File: src/rtl/utlb_sel.sv
module utlb_sel #(
  parameter int WAYS   = 8,
  parameter int VPN_W  = 20,
  parameter int ASID_W = 8,
  parameter int PFN_W  = 20,
  parameter int PERM_W = 4
) (
  input  logic              clk,
  input  logic              rst_n,
  input  logic              lk_valid,
  input  logic [VPN_W-1:0]  lk_vpn,
  input  logic [ASID_W-1:0] lk_asid,
  output logic              lk_hit,
  output logic [PFN_W-1:0]  lk_pfn,
  output logic [PERM_W-1:0] lk_perm,
  output logic              rf_req,
  output logic [VPN_W-1:0]  rf_vpn,
  output logic [ASID_W-1:0] rf_asid,
  input  logic              rf_ack,
  input  logic [PFN_W-1:0]  rf_pfn,
  input  logic [PERM_W-1:0] rf_perm,
  input  logic              cmd_wr_flush,
  input  logic              cmd_wr_keep,
  input  logic              cmd_inval,
  input  logic              idx_err
);
  localparam int IDX_W = (WAYS > 1) ? $clog2(WAYS) : 1;
  localparam logic [IDX_W-1:0] LAST = IDX_W'(WAYS - 1);

  logic [WAYS-1:0]   valid_q;
  logic [VPN_W-1:0]  vpn_q  [WAYS];
  logic [ASID_W-1:0] asid_q [WAYS];
  logic [PFN_W-1:0]  pfn_q  [WAYS];
  logic [PERM_W-1:0] perm_q [WAYS];
  logic [IDX_W-1:0]  rr_q;

  logic [WAYS-1:0]  match;
  logic             has_free;
  logic [IDX_W-1:0] free_idx, victim;
  logic             clear, install;

  for (genvar g = 0; g < WAYS; g++) begin : g_cmp
    assign match[g] = valid_q[g] && (vpn_q[g] == lk_vpn) && (asid_q[g] == lk_asid);
  end

  assign lk_hit  = lk_valid && (|match);
  assign rf_req  = lk_valid && !(|match);
  assign rf_vpn  = lk_vpn;
  assign rf_asid = lk_asid;
  assign clear   = cmd_wr_flush || cmd_inval;
  assign install = rf_req && rf_ack;
  assign victim  = has_free ? free_idx : rr_q;

  always_comb begin
    lk_pfn  = '0;
    lk_perm = '0;
    for (int i = 0; i < WAYS; i++) begin
      if (match[i]) begin
        lk_pfn  = lk_pfn | pfn_q[i];
        lk_perm = lk_perm | perm_q[i];
      end
    end
  end

  always_comb begin
    has_free = 1'b0;
    free_idx = '0;
    for (int i = WAYS - 1; i >= 0; i--) begin
      if (!valid_q[i]) begin
        has_free = 1'b1;
        free_idx = IDX_W'(i);
      end
    end
  end

  always_ff @(posedge clk) begin
    if (!rst_n) begin
      valid_q <= '0;
      rr_q    <= '0;
    end else if (clear) begin
      valid_q <= '0;
    end else if (install) begin
      valid_q[victim] <= 1'b1;
      if (!has_free) rr_q <= (rr_q == LAST) ? '0 : rr_q + 1'b1;
    end
  end

  always_ff @(posedge clk) begin
    if (install) begin
      vpn_q[victim]  <= lk_vpn;
      asid_q[victim] <= lk_asid;
      pfn_q[victim]  <= rf_pfn;
      perm_q[victim] <= rf_perm;
    end
  end

  // install only on a miss keeps every tag unique
  a_r1_single_match: assert property (@(posedge clk) disable iff (!rst_n)
    $onehot0(match));

  a_r4_install_lands: assert property (@(posedge clk) disable iff (!rst_n)
    (install && !clear) |=> (valid_q != '0));

  a_r6_full_stays_full: assert property (@(posedge clk) disable iff (!rst_n)
    ((&valid_q) && !clear) |=> (&valid_q));

  a_r7_flush_clears: assert property (@(posedge clk) disable iff (!rst_n)
    cmd_wr_flush |=> (valid_q == '0));

  a_r8_keep_untouched: assert property (@(posedge clk) disable iff (!rst_n)
    (cmd_wr_keep && !clear && !install) |=> $stable(valid_q));

  a_r9_inval_with_err: assert property (@(posedge clk) disable iff (!rst_n)
    (cmd_inval && idx_err) |=> (valid_q == '0));

  a_r10_clear_beats_install: assert property (@(posedge clk) disable iff (!rst_n)
    (install && clear) |=> !lk_hit || !$stable(lk_vpn) || !$stable(lk_asid));
endmodule

File: config.mk
export PLATFORM = sky130hd
export DESIGN_NAME = utlb_sel
export DESIGN_NICKNAME = d
export VERILOG_FILES = /design/src/rtl/utlb_sel.sv
export SDC_FILE = /design/constraint.sdc
export NUM_CORES = 1
export LEC_CHECK = 0
export BUFFER_PORTS_ARGS = -buffer_cell sky130_fd_sc_hd__clkbuf_2
export CAP_MARGIN = 40
export CORE_MARGIN = 2
export CORE_UTILIZATION = 60
export DETAILED_ROUTE_END_ITERATION = 6
export HOLD_SLACK_MARGIN = 0.05
export PLACE_DENSITY_LB_ADDON = 0.1
export SLEW_MARGIN = 20
export SYNTH_ARGS = -nofsm -noshare
export SYNTH_HDL_FRONTEND = slang
export SYNTH_SLANG_ARGS = --single-unit
File: constraint.sdc
create_clock -name clk -period 7.7 [get_ports clk]
set_clock_uncertainty 0.05 [all_clocks]
set_input_delay 1.54 -clock clk [delete_from_list [all_inputs] [get_ports clk]]
set_output_delay 1.54 -clock clk [all_outputs]
set_load 0.05 [all_outputs]
# ---- Word-level counts from Yosys, hierarchy flattened
# Memory sizes are Yosys's and may differ from the RTL's.
# Cells that the tools add are included.
dict set report totals {
  ff_bits 11
  ramBits 416
  in_bits 60
  output_inout_bits 54
  mem_count 4
}
# name words width rd rd_ports_with_merged_regs wr line
set memory_table {}
lappend memory_table {pfn_q 8 20 8 0 1 33} ;# logic [PFN_W-1:0] pfn_q [WAYS];
lappend memory_table {vpn_q 8 20 8 0 1 31} ;# logic [VPN_W-1:0] vpn_q [WAYS];
lappend memory_table {asid_q 8 8 8 0 1 32} ;# logic [ASID_W-1:0] asid_q [WAYS];
lappend memory_table {perm_q 8 4 8 0 1 34} ;# logic [PERM_W-1:0] perm_q [WAYS];
dict set report classes {
  add_sub_neg 1
  order_cmp 2
  n_eq_ne 17
  n_mux 38
  bitwise_logic 18
  reduce_logical 25
}
# operator n
set ops {}
lappend ops {{== test 20 bit} 8}
lappend ops {{two-way mux 20 bit} 8}
lappend ops {{bitwise OR 20 bit} 7}
lappend ops {{== test 8 bit} 8}
lappend ops {{two-way mux 4 bit} 8}
lappend ops {{two-way mux 3 bit} 10}
lappend ops {{bitwise OR 4 bit} 7}
lappend ops {{logical AND 1 bit} 20}
lappend ops {{two-way mux 1 bit} 11}
lappend ops {{bitwise OR 8 bit} 1}
lappend ops {{OR reduction 8 bit} 1}
lappend ops {{< comparator 3 x 4 -> 1 bit (second input constant)} 1}
lappend ops {{adder 3 x 1 -> 3 bit (second input constant)} 1}
lappend ops {{demux 1 bit (select 3 bit)} 1}
lappend ops {{== test 3 bit (second input constant)} 1}
lappend ops {{>= comparator 3 x 1 -> 1 bit (second input constant)} 1}
lappend ops {{inverter 1 bit} 3}
lappend ops {{AND reduction 3 bit} 1}
lappend ops {{OR reduction 2 bit} 1}
lappend ops {{zero test 1 bit} 1}
lappend ops {{logical OR 1 bit} 1}

# ---- Depth between registers and ports, before layout
# Gate-level depths: netlist of run 1.
dict set report depth {
  ltp_word 18
  mapped_depth 10
}

# ---- Least setup slack after synthesis of run 1
# No wires, ideal clock.
dict set report synth_path {
  path_type {input to register}
  start {input lk_vpn[8]}
  end {memory asid_q[2][0], enable pin}
  setup_time_ns 0.526
  t_arrival_ns 6.504
  required_ns 7.124
  slack_ns 0.620
  cell_stages 9
  path_buffers 2
  path_cell_list {buf_4 -> xnor2_1 -> nand4_1 -> nor4_1 -> and4_1 -> buf_6 -> nor4_1 -> nand4_1 -> nor3_1}
}
dict set report synth_between {
  elab_chain_cells 9
  word_cells_on_any_way 30
  cone_classes {8 x eq/ne; 2 x mux; 20 x reduce/logical}
}
# element line
set synth_lines {}
lappend synth_lines {{start: declaration} 11} ;# input logic [VPN_W-1:0] lk_vpn,
lappend synth_lines {{== test 20 bit} 43} ;# assign match[g] = valid_q[g] && (vpn_q[g] == lk_vpn) && (asid_q[g] == lk_asid);
lappend synth_lines {{logical AND 1 bit (2 in series)} 43}
lappend synth_lines {{OR reduction 8 bit (*)} 47} ;# assign rf_req = lk_valid && !(|match);
lappend synth_lines {{zero test 1 bit (*)} 47}
lappend synth_lines {{logical AND 1 bit (*)} 47}
lappend synth_lines {{logical AND 1 bit (*)} 51} ;# assign install = rf_req && rf_ack;
lappend synth_lines {{two-way mux 1 bit (*)} 89} ;# if (install) begin
lappend synth_lines {{two-way mux 1 bit (not written as such) (*)} 91} ;# asid_q[victim] <= lk_asid;
lappend synth_lines {{end: declaration} 32}
# Mark *: on every way between the ends. The rest lies on a longest branch, timed or not.

# ---- Worst setup path in the final report of run 1
dict set report layout_path {
  start {input lk_vpn[1]}
  end {output lk_pfn[2]}
}
dict set report layout_between {
  elab_chain_cells 18
  word_cells_on_any_way 39
  cone_classes {8 x eq/ne; 8 x mux; 7 x bitwise; 16 x reduce/logical}
}
# element line
set layout_lines {}
lappend layout_lines {{== test 20 bit} 43}
lappend layout_lines {{logical AND 1 bit (2 in series)} 43}
lappend layout_lines {{two-way mux 20 bit} 58} ;# if (match[i]) begin
lappend layout_lines {{bitwise OR 20 bit} 59} ;# lk_pfn = lk_pfn | pfn_q[i];
lappend layout_lines {{two-way mux 20 bit} 58}
lappend layout_lines {{bitwise OR 20 bit} 59}
lappend layout_lines {{two-way mux 20 bit} 58}
lappend layout_lines {{bitwise OR 20 bit} 59}
lappend layout_lines {{two-way mux 20 bit} 58}
lappend layout_lines {{bitwise OR 20 bit} 59}
lappend layout_lines {{two-way mux 20 bit} 58}
lappend layout_lines {{bitwise OR 20 bit} 59}
lappend layout_lines {{two-way mux 20 bit} 58}
lappend layout_lines {{bitwise OR 20 bit} 59}
lappend layout_lines {{two-way mux 20 bit} 58}
lappend layout_lines {{bitwise OR 20 bit} 59}
lappend layout_lines {{two-way mux 20 bit (*)} 58}
lappend layout_lines {{end: declaration} 14} ;# output logic [PFN_W-1:0] lk_pfn,
# Marked as above.

==> results of run 1 <==
[stage by stage]
step,setup WS [ns],hold WS (ns),util (%),std cells
2_1_floorplan,0.620,0.402,-,1006
3_3_place_gp,1.50,0.431,64.1,1447
3_5_place_dp,1.47,0.449,64.1,1447
4_1_cts,1.46,0.457,68.6,1520
5_1_grt,1.37,0.494,68.6,1520
6_report,1.52,0.457,68.6,1520
[logic make-up (layout without fill, tap and decap cells)]
logic type,count (synthesis),after routing,share of synthesized area (%)
adder cells (fa/ha/maj),2,2,0.146
AO/OA/AOI/OAI,113,113,5.27
flip-flops,427,427,74.2
XOR/XNOR,224,224,11.5
multiplexers,3,3,0.175
AND/OR/NAND/NOR,158,158,5.70
buffers and inverters,79,215,3.05
[Yosys cell counts, drive strengths merged]
| master | count | area share (%) |
|---|---|---|
| xor2 | 129 | 6.6 |
| o21a | 2 | 0.088 |
| and4 | 2 | 0.10 |
| o31ai | 4 | 0.18 |
| nor2 | 8 | 0.18 |
| or2 | 1 | 0.037 |
| o211ai | 1 | 0.044 |
| a21oi | 1 | 0.029 |
| a31oi | 1 | 0.037 |
| and2 | 6 | 0.22 |
| or4 | 3 | 0.20 |
| edfxtp | 416 | 73 |
| a21boi | 2 | 0.088 |
| a21bo | 1 | 0.058 |
| buf | 62 | 2.7 |
| nand3 | 32 | 0.93 |
| nand2 | 21 | 0.46 |
| a22oi | 48 | 2.1 |
| clkbuf | 13 | 0.28 |
| a22o | 26 | 1.3 |
| nand4 | 29 | 1.1 |
| mux2i | 3 | 0.18 |
| o21ai | 3 | 0.088 |
| inv | 4 | 0.088 |
| xnor2 | 95 | 4.9 |
| ha | 2 | 0.15 |
| nor3 | 16 | 0.53 |
| a221oi | 24 | 1.2 |
| nand2b | 1 | 0.037 |
| nor4 | 39 | 2.0 |
| dfxtp | 11 | 1.3 |
[routing by layer]
layer | track usage, % | vias to the layer above
met5 | 0 | -
met3 | 3.25 | 40
met2 | 36.2 | 281
met1 | 34.9 | 4421
met4 | 4.87 | 0
li1 | - | 4072
[where the power goes]
group          total [mW]  internal, mW  switching, mW
sequential           2.57          2.56        0.00417
combinational       0.191        0.0548          0.136
clock                1.87          1.09          0.788
total                4.63          3.70          0.928
[worst paths after layout]
| kind | startpoint | endpoint | slack (ns) |
|---|---|---|---|
| min reg2reg | rr_q[2]$_SDFFE_PN0P_ | rr_q[2]$_SDFFE_PN0P_ | 0.46 |
| max reg2reg | asid_q[6][5]$_DFFE_PP_ | pfn_q[7][15]$_DFFE_PP_ | 3.74 |
| max | lk_vpn[1] | lk_pfn[2] | 1.52 |
| min | rr_q[2]$_SDFFE_PN0P_ | rr_q[2]$_SDFFE_PN0P_ | 0.46 |
[critical path: cells and delay by family]
family / cells / cell delay [ns]
AOI/OAI and AO/OA: 1 / 0.08
xor gates and xnor gates: 1 / 0.22
and+or+nand+nor: 4 / 1.97
buffers and inverters: 3 / 0.76
[layout make-up]
class	instances	area (sq um)
Clock buffer	56	1120
Clock inverter	17	124
Fill cell	1868	8780
Inverter	4	15.0
Multi-Input combinational cell	500	3940
Sequential cell	427	12700
Tap cell	378	473
Timing Repair Buffer	138	771
[sequential cells by signal, indices dropped and copies added (netlist names)]
signal / cells
perm_q: 32
vpn_q: 160
rr_q: 3
valid_q: 8
asid_q: 64
pfn_q: 160
==> flow_summary.json, run 1 <==
{
  "outcome": "completed",
  "drive_gt1_share_pct": 18.0,
  "cp.arrival_ns": 4.59,
  "clk_latency_ns": 0.53,
  "rsz0062_at_grt": "false",
  "ctsResizeCount": 0,
  "post_cts_buffers": 0,
  "clock-sinks": 427,
  "die_h_microns": 173,
  "rows": 61,
  "slowest_delay_ns": 0.75,
  "dpl_cell_area_sq_um": 17900,
  "overflow": 0,
  "gp_congestion": 0.801,
  "antenna_found_initial": 0,
  "r2r_cells": 9,
  "core_area_sq_um": 27900,
  "portBuffers": 111,
  "synth.distinct_cells": 36,
  "ir_drop_mv": 0.237,
  "ys_seq_area_share_pct": 74.2,
  "cp-start-kind": "input port",
  "nNetsFinal": 1174,
  "min_delay_path_depth": 2,
  "setup_viol": 0,
  "grt_pass1_vias": 8640,
  "final_cell_mix": "edfxtp_1, xor2_1, clkbuf_2",
  "crit_chain": "clkbuf_2 > xor2_1 > nor4_1 > nand4_1 > nor4_4 > buf_12 > a22oi_1 > nand3_1 > clkbuf_2",
  "drv_cap": 0,
  "dr_total_vias": 8814,
  "drtPass1Iterations": 5,
  "wl_met2_microns": 16000,
  "ys_ff_latch": 427,
  "crit_path_frequent_cell": "clkbuf_2",
  "period_share_pct": 80.2,
  "cts_htree_levels": 2,
  "routed-wl-met3_microns": 2000,
  "endpoint_kind": "primary output",
  "cts_buffers": 41,
  "cts_tree": "yes",
  "detail-route-antenna-nets": 0,
  "route.detailed.drc": 0,
  "path_max_fanout": 17,
  "grt_pass1_wl_microns": 52000,
  "cts.clk_slew.worst_paths_ns": 0.06,
  "die_area_sq_um": 29900,
  "power.density_nw_per_um2": 242,
  "grtUsageTotal_pct": 23.0,
  "setup_tns_ns": 0,
  "synthesis.nets": 1068,
  "max_freq_mhz": 162,
  "cp_slowest_cell": "nor4_1",
  "hp-class": "register to register",
  "mostFrequentLayoutCell": "edfxtp_1",
  "top_layer": "met4",
  "wirelength_microns": 34200,
  "syn_avg_cell_area_sq_um": 17.0,
  "power_leakage_nw": 6.41,
  "cts_root_buffer": "clkbuf_16",
  "power_mw": 4.63,
  "diodes": 0,
  "wire_per_inst_microns": 22.5,
  "die_x_microns": 173,
  "grt_start_max_net_pins": 53,
  "yosysWarnings": 0,
  "drt-met1-wl_microns": 15700,
  "maxSlewViolCount": 0,
  "area_delta_synth_final_pct": 11.8,
  "fin_crit_ns": 6.18,
  "drt_iter0_drc": 835,
  "worst_pin_slew_ns": 0.857,
  "critPathKind": "input port to primary output",
  "viasPerCell": 5.80,
  "clk_path_buf_depth": 3,
  "hold_viol": 0,
  "synthesis.area_sq_um": 17100,
  "synthCells": 1006,
  "slew_headroom_pct": 42.3,
  "start_util_pct": 61.3,
  "hpwlAfterDp_microns": 19800,
  "ctsHoldBuffers": 0,
  "fin_area_sq_um": 19200,
  "num_io_pins": 114,
  "worstPathRequired_ns": 6.11
}
Note: power is estimated with default switching activity, not from simulation.
==> inputs of run 2 (changes only) <==
clock period = 6.07 ns   (was 7.7 ns; I/O delays follow)
==> run 2 against run 1 <==
Cell area up 0.72%. Combinational power up 28%. Critical path depth up 1. Worst setup slack got worse by 0.66 ns. Clock power is 33% higher. Sequential share of layout area decreased by 0.47 points. First-iteration DRC count increased by 6.6%. Via count is 2.3% higher.
==> flow_summary.json, run 2 (same netlist as run 1, synthesis figures left out) <==
{
  "top_layer": "met4",
  "whs_endpoint": "rr_q[2]$_SDFFE_PN0P_",
  "cts_root_buffer": "clkbuf_16",
  "rows": 61,
  "area_delta_synth_final_pct": 12.6,
  "fin_area_sq_um": 19300,
  "slew_headroom_pct": 43.3,
  "detail-route-antenna-nets": 0,
  "start_util_pct": 61.3,
  "ctsResizeCount": 0,
  "reg2reg_to": "vpn_q[6][11]$_DFFE_PP_",
  "core_area_sq_um": 27900,
  "die_h_microns": 173,
  "cp-start-kind": "input port",
  "dpl_cell_area_sq_um": 18000,
  "ir_drop_mv": 0.251,
  "fin_crit_ns": 5.20,
  "diodes": 0,
  "grt_pass1_vias": 8824,
  "power_leakage_nw": 6.48,
  "viasPerCell": 5.89,
  "route.detailed.drc": 0,
  "mostFrequentLayoutCell": "edfxtp_1",
  "hpwlAfterDp_microns": 20100,
  "timing.hold.worst.start": "rr_q[2]$_SDFFE_PN0P_",
  "outcome": "completed",
  "overflow": 0,
  "drt_iter0_drc": 890,
  "min_delay_path_depth": 2,
  "clock-sinks": 427,
  "grtUsageTotal_pct": 23.5,
  "period_share_pct": 85.7,
  "cts_buffers": 43,
  "cts_htree_levels": 2,
  "final_core_util_pct": 69.1,
  "endpoint_kind": "primary output",
  "clk_latency_ns": 0.53,
  "power.density_nw_per_um2": 310,
  "drive_gt1_share_pct": 19.6,
  "dr_total_vias": 9019,
  "max_freq_mhz": 192,
  "drv_cap": 0,
  "rrSetupSlack_ns": 2.21,
  "die_x_microns": 173,
  "cp.arrival_ns": 3.94,
  "worstReg2RegStart": "asid_q[6][5]$_DFFE_PP_",
  "critPathKind": "input port to primary output",
  "setup_viol": 0,
  "gp_congestion": 0.813,
  "path_max_fanout": 26,
  "worst_pin_slew_ns": 0.851,
  "drt-met1-wl_microns": 15700,
  "rsz0062_at_grt": "false",
  "drtPass1Iterations": 5,
  "routed-wl-met3_microns": 2090,
  "r2r_cells": 8,
  "num_io_pins": 114,
  "worstPathRequired_ns": 4.81,
  "post_cts_buffers": 0,
  "hp-class": "register to register",
  "grt_pass1_wl_microns": 52700,
  "wire_per_inst_microns": 22.8,
  "grt_start_max_net_pins": 53,
  "maxSlewViolCount": 0,
  "cts.clk_slew.worst_paths_ns": 0.05,
  "top_regs": "pfn_q x160, vpn_q x160, asid_q x64",
  "nNetsFinal": 1181,
  "wl_met2_microns": 16200,
  "hold_viol": 0,
  "antenna_found_initial": 0,
  "final_cell_mix": "edfxtp_1, xor2_1, clkbuf_2",
  "portBuffers": 111,
  "cts_tree": "yes",
  "hold_ws_ns": 0.444,
  "clk_path_buf_depth": 3,
  "wirelength_microns": 34900,
  "ctsHoldBuffers": 0,
  "die_area_sq_um": 29900
}
-- run 2: cell type report --
class,count,area [sq um]
Clock buffer,49,1100
Clock inverter,29,225
Fill cell,1885,8640
Inverter,4,15.0
Multi-Input combinational cell,500,3960
Sequential cell,427,12700
Tap cell,378,473
Timing Repair Buffer,143,808
-- run 2: critical path, cell delays in order --
cell	delay [ns]
clkbuf_2	0.35
xor2_1	0.28
nor4_1	0.55
nand4_1	0.23
nor4_4	0.17
buf_4	0.40
a22o_1	0.20
a221oi_1	0.05
nand3_1	0.16
clkbuf_2	0.30
-- run 2: worst max-delay path by stage --
stage / from / endpoint / slack [ns] / depth (start not counted)
5_1_grt: lk_asid[1] / lk_pfn[18] / 0.71 / 10
3_3_place_gp: lk_vpn[10] / lk_hit / 0.89 / 9
3_5_place_dp: lk_vpn[6] / lk_perm[1] / 0.87 / 9
4_1_cts: lk_vpn[10] / lk_hit / 0.86 / 9
2_1_floorplan: lk_vpn[8] / asid_q[2][0]$_DFFE_PP_ / -0.68 / 9
6_report: lk_vpn[8] / lk_pfn[18] / 0.87 / 10
-- run 2: power by group --
part	switching, mW	internal [mW]	leakage, nW
Clock	1.05	1.43	0.654
Combinational	0.175	0.0701	1.98
Sequential	0.00550	3.25	3.85
Total	1.24	4.75	6.48
-- run 2: per-layer routing --
metal / GRT usage [%] / up-vias
met5: 0 / -
met4: 6.85 / 0
met3: 3.58 / 59
met2: 36.6 / 325
met1: 34.8 / 4551
li1: - / 4084
-- run 2: stage by stage --
step,setup slack (ns),std cells,TNS (ns),power [mW]
after CTS,0.859,1530,0,6.03
after floorplan,-0.684,1006,-142.27,3.49
after global placement,0.894,1452,0,3.56
after global routing,0.712,1530,0,6.16
after detailed placement,0.871,1452,0,3.57
final,0.865,1530,0,5.99
